==> src/rtl/ed_walk_pkg.sv <==
package ed_walk_pkg;

    localparam int WORD_W   = 32;
    localparam int ED_WORDS = 4;
    localparam int FA_W     = 7;
    localparam int EP_W     = 4;
    localparam int MPS_W    = 11;
    localparam int DIR_W    = 2;
    localparam int PTR_LSB  = 4;

    // control word field positions
    localparam int FA_LO     = 0;
    localparam int EP_LO     = FA_LO + FA_W;
    localparam int DIR_LO    = EP_LO + EP_W;
    localparam int SPD_BIT   = DIR_LO + DIR_W;
    localparam int SKIP_BIT  = SPD_BIT + 1;
    localparam int ISO_BIT   = SKIP_BIT + 1;
    localparam int MPS_LO    = ISO_BIT + 1;
    localparam int CTRL_USED = MPS_LO + MPS_W;

    localparam int HALT_BIT      = 0;
    localparam int ISO_ALIGN_BIT = 4;

    // word order inside one descriptor
    localparam int W_CTRL = 0;
    localparam int W_TAIL = 1;
    localparam int W_HEAD = 2;
    localparam int W_NEXT = 3;

    typedef enum logic [DIR_W-1:0] {
        XDIR_TD  = 2'b00,
        XDIR_OUT = 2'b01,
        XDIR_IN  = 2'b10
    } xdir_e;

    typedef logic [ED_WORDS-1:0][WORD_W-1:0] ed_words_t;

    typedef struct packed {
        logic [FA_W-1:0]   fa;
        logic [EP_W-1:0]   ep;
        logic              low_speed;
        logic [MPS_W-1:0]  mps;
        xdir_e             dir;
        logic              iso;
        logic              early_in;
        logic [WORD_W-1:0] td_addr;
    } xfer_req_t;

    typedef enum logic [2:0] {
        WK_IDLE,
        WK_FETCH,
        WK_EVAL,
        WK_ISSUE,
        WK_NEXT
    } walk_state_e;

    function automatic logic [WORD_W-1:0] ptr_base(input logic [WORD_W-1:0] p);
        return {p[WORD_W-1:PTR_LSB], {PTR_LSB{1'b0}}};
    endfunction

    function automatic xdir_e resolve_dir(input logic [DIR_W-1:0] code);
        case (code)
            2'b01:   return XDIR_OUT;
            2'b10:   return XDIR_IN;
            default: return XDIR_TD;
        endcase
    endfunction

endpackage

==> src/rtl/ed_word_fetch.sv <==
module ed_word_fetch
    import ed_walk_pkg::*;
#(
    parameter int NWORDS = ED_WORDS,
    parameter int AW     = WORD_W
) (
    input  logic                         clk,
    input  logic                         rst,
    input  logic                         go,
    input  logic [AW-1:0]                base,
    input  logic                         mem_rvalid,
    input  logic [WORD_W-1:0]            mem_rdata,
    input  logic                         mem_rerr,
    output logic                         mem_req,
    output logic [AW-1:0]                mem_addr,
    output logic                         fin,
    output logic                         fail,
    output logic [NWORDS-1:0][WORD_W-1:0] words
);

    localparam int IDX_W = (NWORDS > 1) ? $clog2(NWORDS) : 1;
    localparam logic [IDX_W-1:0] LAST_IDX = IDX_W'(NWORDS - 1);

    typedef enum logic [1:0] {F_IDLE, F_REQ, F_WAIT} fetch_state_e;

    fetch_state_e       st;
    logic [AW-1:0]      base_q;
    logic [IDX_W-1:0]   idx;
    logic               take;

    assign take     = (st == F_WAIT) && mem_rvalid && !mem_rerr;
    assign mem_req  = (st == F_REQ);
    assign mem_addr = base_q + AW'({idx, 2'b00});

    always_ff @(posedge clk) begin
        if (rst) begin
            st     <= F_IDLE;
            base_q <= '0;
            idx    <= '0;
            fin    <= 1'b0;
            fail   <= 1'b0;
        end else begin
            fin  <= 1'b0;
            fail <= 1'b0;
            case (st)
                F_IDLE: begin
                    if (go) begin
                        base_q <= base;
                        idx    <= '0;
                        st     <= F_REQ;
                    end
                end
                F_REQ: st <= F_WAIT;
                F_WAIT: begin
                    if (mem_rvalid) begin
                        if (mem_rerr) begin
                            fail <= 1'b1;
                            st   <= F_IDLE;
                        end else if (idx == LAST_IDX) begin
                            fin <= 1'b1;
                            st  <= F_IDLE;
                        end else begin
                            idx <= idx + 1'b1;
                            st  <= F_REQ;
                        end
                    end
                end
                default: st <= F_IDLE;
            endcase
        end
    end

    for (genvar g = 0; g < NWORDS; g++) begin : g_word
        always_ff @(posedge clk) begin
            if (rst)
                words[g] <= '0;
            else if (take && idx == IDX_W'(g))
                words[g] <= mem_rdata;
        end
    end

endmodule

==> src/rtl/ed_decode.sv <==
module ed_decode
    import ed_walk_pkg::*;
(
    input  ed_words_t         words,
    output logic              pass_over,
    output logic              align_bad,
    output logic              has_work,
    output logic [WORD_W-1:0] next_ed,
    output logic              list_end,
    output xfer_req_t         req
);

    logic [WORD_W-1:0] ctrl;
    logic [WORD_W-1:0] tail_p;
    logic [WORD_W-1:0] head_p;
    logic              iso;
    logic              unused_bits;

    assign ctrl   = words[W_CTRL];
    assign tail_p = ptr_base(words[W_TAIL]);
    assign head_p = ptr_base(words[W_HEAD]);
    assign iso    = ctrl[ISO_BIT];

    assign pass_over = ctrl[SKIP_BIT] | words[W_HEAD][HALT_BIT];
    assign align_bad = iso & (words[W_TAIL][ISO_ALIGN_BIT] | words[W_HEAD][ISO_ALIGN_BIT]);
    assign has_work  = (head_p != tail_p);
    assign next_ed   = ptr_base(words[W_NEXT]);
    assign list_end  = (next_ed == '0);

    always_comb begin
        req           = '0;
        req.fa        = ctrl[FA_LO +: FA_W];
        req.ep        = ctrl[EP_LO +: EP_W];
        req.low_speed = ctrl[SPD_BIT];
        req.mps       = ctrl[MPS_LO +: MPS_W];
        req.dir       = resolve_dir(ctrl[DIR_LO +: DIR_W]);
        req.iso       = iso;
        req.early_in  = (req.dir == XDIR_IN);
        req.td_addr   = head_p;
    end

    assign unused_bits = ^{ctrl[WORD_W-1:CTRL_USED]};

endmodule

==> src/rtl/ed_visit_guard.sv <==
module ed_visit_guard #(
    parameter int LIMIT = 256
) (
    input  logic clk,
    input  logic rst,
    input  logic clr,
    input  logic inc,
    output logic at_limit
);

    localparam int CW = $clog2(LIMIT + 1);

    logic [CW-1:0] cnt;

    assign at_limit = (cnt >= CW'(LIMIT));

    always_ff @(posedge clk) begin
        if (rst || clr)
            cnt <= '0;
        else if (inc && !at_limit)
            cnt <= cnt + 1'b1;
    end

endmodule

==> src/rtl/ed_list_walker.sv <==
module ed_list_walker
    import ed_walk_pkg::*;
#(
    parameter int MAX_VISITS = 256
) (
    input  logic              clk,
    input  logic              rst,
    input  logic              start,
    input  logic [WORD_W-1:0] list_head,
    output logic              busy,
    output logic              done,
    output logic              err_read,
    output logic              err_align,
    output logic              err_loop,
    output logic              mem_req,
    output logic [WORD_W-1:0] mem_addr,
    input  logic              mem_rvalid,
    input  logic [WORD_W-1:0] mem_rdata,
    input  logic              mem_rerr,
    output logic              xr_valid,
    input  logic              xr_ready,
    output logic [FA_W-1:0]   xr_func_addr,
    output logic [EP_W-1:0]   xr_ep_num,
    output logic              xr_low_speed,
    output logic [MPS_W-1:0]  xr_max_pkt,
    output logic [DIR_W-1:0]  xr_dir,
    output logic              xr_iso,
    output logic              xr_early_in,
    output logic [WORD_W-1:0] xr_td_addr
);

    walk_state_e       state;
    ed_words_t         words;
    logic              fetch_go;
    logic              fetch_fin;
    logic              fetch_fail;
    logic [WORD_W-1:0] fetch_base;
    logic [WORD_W-1:0] head_base;
    logic              accept_start;
    logic              pass_over;
    logic              align_bad;
    logic              has_work;
    logic [WORD_W-1:0] next_ed;
    logic              list_end;
    logic              at_limit;
    xfer_req_t         req_d;
    xfer_req_t         req_q;

    assign head_base    = ptr_base(list_head);
    assign accept_start = (state == WK_IDLE) && start;
    assign fetch_base   = (state == WK_IDLE) ? head_base : next_ed;
    assign fetch_go     = (accept_start && head_base != '0) ||
                          (state == WK_NEXT && !list_end && !at_limit);

    ed_word_fetch #(
        .NWORDS (ED_WORDS),
        .AW     (WORD_W)
    ) u_fetch (
        .clk        (clk),
        .rst        (rst),
        .go         (fetch_go),
        .base       (fetch_base),
        .mem_rvalid (mem_rvalid),
        .mem_rdata  (mem_rdata),
        .mem_rerr   (mem_rerr),
        .mem_req    (mem_req),
        .mem_addr   (mem_addr),
        .fin        (fetch_fin),
        .fail       (fetch_fail),
        .words      (words)
    );

    ed_decode u_decode (
        .words     (words),
        .pass_over (pass_over),
        .align_bad (align_bad),
        .has_work  (has_work),
        .next_ed   (next_ed),
        .list_end  (list_end),
        .req       (req_d)
    );

    ed_visit_guard #(
        .LIMIT (MAX_VISITS)
    ) u_guard (
        .clk      (clk),
        .rst      (rst),
        .clr      (accept_start),
        .inc      (fetch_fin),
        .at_limit (at_limit)
    );

    always_ff @(posedge clk) begin
        if (rst) begin
            state     <= WK_IDLE;
            done      <= 1'b0;
            err_read  <= 1'b0;
            err_align <= 1'b0;
            err_loop  <= 1'b0;
            xr_valid  <= 1'b0;
            req_q     <= '0;
        end else begin
            done <= 1'b0;
            case (state)
                WK_IDLE: begin
                    if (start) begin
                        err_read  <= 1'b0;
                        err_align <= 1'b0;
                        err_loop  <= 1'b0;
                        if (head_base == '0)
                            done <= 1'b1;
                        else
                            state <= WK_FETCH;
                    end
                end
                WK_FETCH: begin
                    if (fetch_fail) begin
                        err_read <= 1'b1;
                        done     <= 1'b1;
                        state    <= WK_IDLE;
                    end else if (fetch_fin) begin
                        state <= WK_EVAL;
                    end
                end
                WK_EVAL: begin
                    if (pass_over) begin
                        state <= WK_NEXT;
                    end else if (align_bad) begin
                        err_align <= 1'b1;
                        done      <= 1'b1;
                        state     <= WK_IDLE;
                    end else if (has_work) begin
                        req_q    <= req_d;
                        xr_valid <= 1'b1;
                        state    <= WK_ISSUE;
                    end else begin
                        state <= WK_NEXT;
                    end
                end
                WK_ISSUE: begin
                    if (xr_ready) begin
                        xr_valid <= 1'b0;
                        state    <= WK_NEXT;
                    end
                end
                WK_NEXT: begin
                    if (list_end) begin
                        done  <= 1'b1;
                        state <= WK_IDLE;
                    end else if (at_limit) begin
                        err_loop <= 1'b1;
                        done     <= 1'b1;
                        state    <= WK_IDLE;
                    end else begin
                        state <= WK_FETCH;
                    end
                end
                default: state <= WK_IDLE;
            endcase
        end
    end

    assign busy         = (state != WK_IDLE);
    assign xr_func_addr = req_q.fa;
    assign xr_ep_num    = req_q.ep;
    assign xr_low_speed = req_q.low_speed;
    assign xr_max_pkt   = req_q.mps;
    assign xr_dir       = req_q.dir;
    assign xr_iso       = req_q.iso;
    assign xr_early_in  = req_q.early_in;
    assign xr_td_addr   = req_q.td_addr;

endmodule

==> config.mk <==
export PLATFORM = sky130hd
export DESIGN_NAME = ed_list_walker
export DESIGN_NICKNAME = d
export VERILOG_FILES = /design/src/rtl/ed_walk_pkg.sv /design/src/rtl/ed_word_fetch.sv /design/src/rtl/ed_decode.sv /design/src/rtl/ed_visit_guard.sv /design/src/rtl/ed_list_walker.sv
export SDC_FILE = /design/constraint.sdc
export NUM_CORES = 1
export LEC_CHECK = 0
export ABC_AREA = 1
export BUFFER_PORTS_ARGS = -buffer_cell sky130_fd_sc_hd__buf_2
export CAP_MARGIN = 20
export CORE_MARGIN = 10
export CORE_UTILIZATION = 40
export CTS_CLUSTER_SIZE = 12
export DETAILED_ROUTE_END_ITERATION = 8
export HOLD_SLACK_MARGIN = 0.03
export PLACE_DENSITY = 0.59
export SLEW_MARGIN = 20
export SYNTH_ARGS = -nofsm -noshare
export SYNTH_HDL_FRONTEND = slang
export SYNTH_SLANG_ARGS = --single-unit
==> constraint.sdc <==
create_clock -name clk -period 1.6 [get_ports clk]
set_input_delay 0.32 -clock clk [delete_from_list [all_inputs] [get_ports clk]]
set_output_delay 0.32 -clock clk [all_outputs]
set_load 0.05 [all_outputs]
==> metrics.cfg <==
[run_status]
status = finished with violations
violations = negative setup slack

[drt]
drtPass1Iterations = 5
drt-initial-drc-count = 695
vias = 8758
wl_per_cell_microns = 17.24
viasPerCell = 5.019
drt-total-wl_microns = 30090
drc_errors = 0
detail-route-antenna-nets = 0

[logic_synthesis]
synthMuxAreaShare = 0
netlist_instances = 1202
yosys.area_share.simple = 0.2367
synth_top_area_cell = dfxtp_1
synth-seq-cells = 217
avgSynthCellArea_sq_um = 7.503
seq_area_frac_synth = 0.4817
netlist_area_sq_um = 9019
synth.most_common_cell = dfxtp_1
yosys-top-cells-count = dfxtp_1 (217), nand2_1 (209), nor2_1 (161)
synth_cell_types = 34
synth_top_family_by_area = simple AND/OR/NAND/NOR gates
yosysTopAreaCellShare = 0.4817
synth_edf_count = 0
yosys_warnings = 0
yosys-top-cells-area = dfxtp_1 (48%), nand2_1 (8.7%), a21oi_1 (8.5%)
synthXorXnorAreaFrac = 0.02137
ys.flop_type = dfxtp_1
synthAdderAreaFrac = 0.009711
synth_compound_area_frac = 0.1622
synth_async_sr_flop_share = 0

[die]
initial_utilization = 0.4095
core-area_sq_um = 22030
dieArea_sq_um = 28950
ioPinCount = 168
die_w_microns = 170.2
fp-row-count = 54
die_y_microns = 170.2

[pwr]
cellPowerDensity_nw_per_um2 = 1281
peakVddDrop_v = 0.0008626
p_leak_nw = 5.297

[cells_and_area]
drive_gt1_frac = 0.3286
area_growth_pct = 39.28
fin_util = 0.5703
stdcell_count = 1745
final_nets = 1523
fillers = 2027

[grt]
grtUsageTotal = 0.1886
grt_pass1_vias = 8087
grt_pass1_wl_microns = 44260
antenna_found_initial = 1
grt-ovfl-total = 0
grt_busiest_layer = met2
grt_max_degree = 108
met1_usage = 0.2553
grt.met2_usage = 0.2972
met3_usage = 0.04581

[cts]
cts_sinks = 217
cts_tree = built
numCtsBuffers = 24
hold_buffers = 0
cts_buffer_depth = 3
htree_levels = 1
clk_latency_ns = 0.52
path_clk_slew_ns = 0.06
clock-root-buffer = clkbuf_16

[placed_design]
dp_cells = 1671
dp_hpwl_microns = 19520
port_buffers = 157
place_ws_ns = -0.2410
gp_congestion = 0.8499

[timing]
finalWorstSetupSlack_ns = -0.2445
min_period_ns = 1.844
tightest_slew_ns = 0.5436
hold_violations = 0
fin_setup_tns_ns = -11.84
setup_viol = 89
timing.fmax_mhz = 542.2
rsz0062_at_grt = yes
max_slew_margin = 0.6376
fin_crit_sh = 1.153
finClkSkew_ns = 0.01303
maxSlewViolCount = 0
hold_ws_ns = 0.08662

[setup_path]
cpMaxStageDelayCell = dfxtp_2
cpPeakStageDelay_ns = 0.33
critPathTopFamily = simple AND/OR/NAND/NOR gates
cp.arrival_ns = 2.25
crit_top_cell = nor2_1
r2r-end = xr_func_addr[3]$_SDFFE_PP0P_
reg2reg_depth = 12
r2r_start = u_fetch.words[68]$_SDFFE_PP0P_
cp_cell_sequence = inv_2 -> ha_1 -> nand3b_1 -> nor2_1 -> nand2_1 -> nor2_4 -> nand2_4 -> nand2_8 -> buf_12 -> clkinv_16 -> nor2_2 -> nor2_1
path_class = reg2reg
start_kind = register
cp_num_buf_inv = 3
reg2reg_setup_slack_ns = -0.24
crit_cells = 12
required_ns = 2.00
endpoint_kind = register
worst-path-max-fanout = 7

[flow_run]
cap_violations = 0

[min_path]
hold_class = in2reg
holdCritStartpoint = mem_rdata[1]
whs_endpoint = u_fetch.words[1]$_SDFFE_PP0P_
holdPathStages = 3

sequential cells by signal (all words and copies together), names as in the netlist, 2 cells and up:
name,flops
xr_max_pkt,11
u_guard.cnt,9
u_fetch.base_q,28
xr_ep_num,4
xr_td_addr,28
state,3
u_fetch.idx,2
xr_func_addr,7
xr_dir,2
u_fetch.st,2
u_fetch.words,112
report_power, final:
part / switching [mW] / total (mW) / internal [mW]
clock network: 2.21 / 5.39 / 3.18
registers: 0.223 / 5.94 / 5.71
logic: 3.16 / 4.77 / 1.61
metal layers:
metal | wire, microns | vias to the layer above | part of all wire
met2 | 13980 | 239 | 0.46
met4 | 516 | 0 | 0.017
met1 | 13400 | 4049 | 0.45
met3 | 2196 | 41 | 0.073
met5 | 0 | - | 0
li1 | - | 4429 | -
logic make-up after synthesis:
logic type | Yosys count
xor+xnor | 22
simple gates | 508
compound gates | 289
other cells | 1
fa+ha+maj | 7
flops | 217
buf+inv | 158
worst max path at each step:
stage,slack [ns],from,end
after floorplan,-0.002,u_fetch.words[36]$_SDFFE_PP0P_,xr_td_addr[17]$_SDFFE_PP0P_
after detailed placement,-0.24,u_fetch.words[36]$_SDFFE_PP0P_,xr_td_addr[18]$_SDFFE_PP0P_
after global routing,-0.36,u_fetch.words[36]$_SDFFE_PP0P_,xr_max_pkt[10]$_SDFFE_PP0P_
after CTS,-0.19,u_fetch.words[36]$_SDFFE_PP0P_,xr_valid$_SDFFE_PP0P_
final,-0.24,u_fetch.words[68]$_SDFFE_PP0P_,xr_func_addr[3]$_SDFFE_PP0P_
after global placement,-0.15,u_fetch.words[36]$_SDFFE_PP0P_,xr_td_addr[30]$_SDFFE_PP0P_
tightest hold or removal path, stage by stage:
cell and delay (ns):
buf_2 0.10, nand3_1 0.07, a21oi_1 0.06
placed cells by master (no fill, tap or decap), types with 7 or more instances in the layout:
cell,synthesis,layout
nor2_2,4,25
nand2_2,4,21
dfxtp_1,217,210
buf_4,12,103
nand4_1,8,8
clkbuf_8,1,7
clkbuf_1,41,7
inv_2,4,12
o21ai_1,54,57
clkbuf_16,0,31
nand3_1,109,100
nand3_2,0,9
o21ai_2,2,21
nor2_4,3,22
buf_12,5,16
nor2_1,161,121
nand2_4,1,13
buf_6,4,9
xnor2_1,22,22
buf_2,22,155
ha_1,7,7
inv_1,66,59
nand2_1,209,179
o21ai_0,75,47
a21oi_1,154,150
repair_timing:
item                                   4_1_cts  5_1_grt
cloned                                       5       11
endpoints found under the hold margin        0        0
gates resized for setup                     71      151
buffers inserted                             9        6
setup endpoints to repair                  107      200
pin swaps                                    6       32
final cells by class:
type / instances / area [sq um] / area share
Antenna cell: 1 / 2.502 / 0.0001992
Tap cell: 280 / 350.3 / 0.02789
Timing Repair Buffer: 294 / 2221 / 0.1768
Clock inverter: 5 / 25.02 / 0.001992
Clock buffer: 39 / 748.2 / 0.05957
Multi-Input combinational cell: 834 / 4503 / 0.3585
Inverter: 72 / 286.5 / 0.02281
Timing Repair inverter: 3 / 66.31 / 0.005279
Sequential cell: 217 / 4358 / 0.3469
metrics by stage:
stage                     power (mW)  area [sq um]
after floorplan                8.694          9055
after detailed placement       9.777         10660
after global placement         9.760         10660
after CTS                      15.44         11800
final                          16.09         12560
after global routing           16.78         12560
No activity file was read; power rests on OpenSTA's default activity.
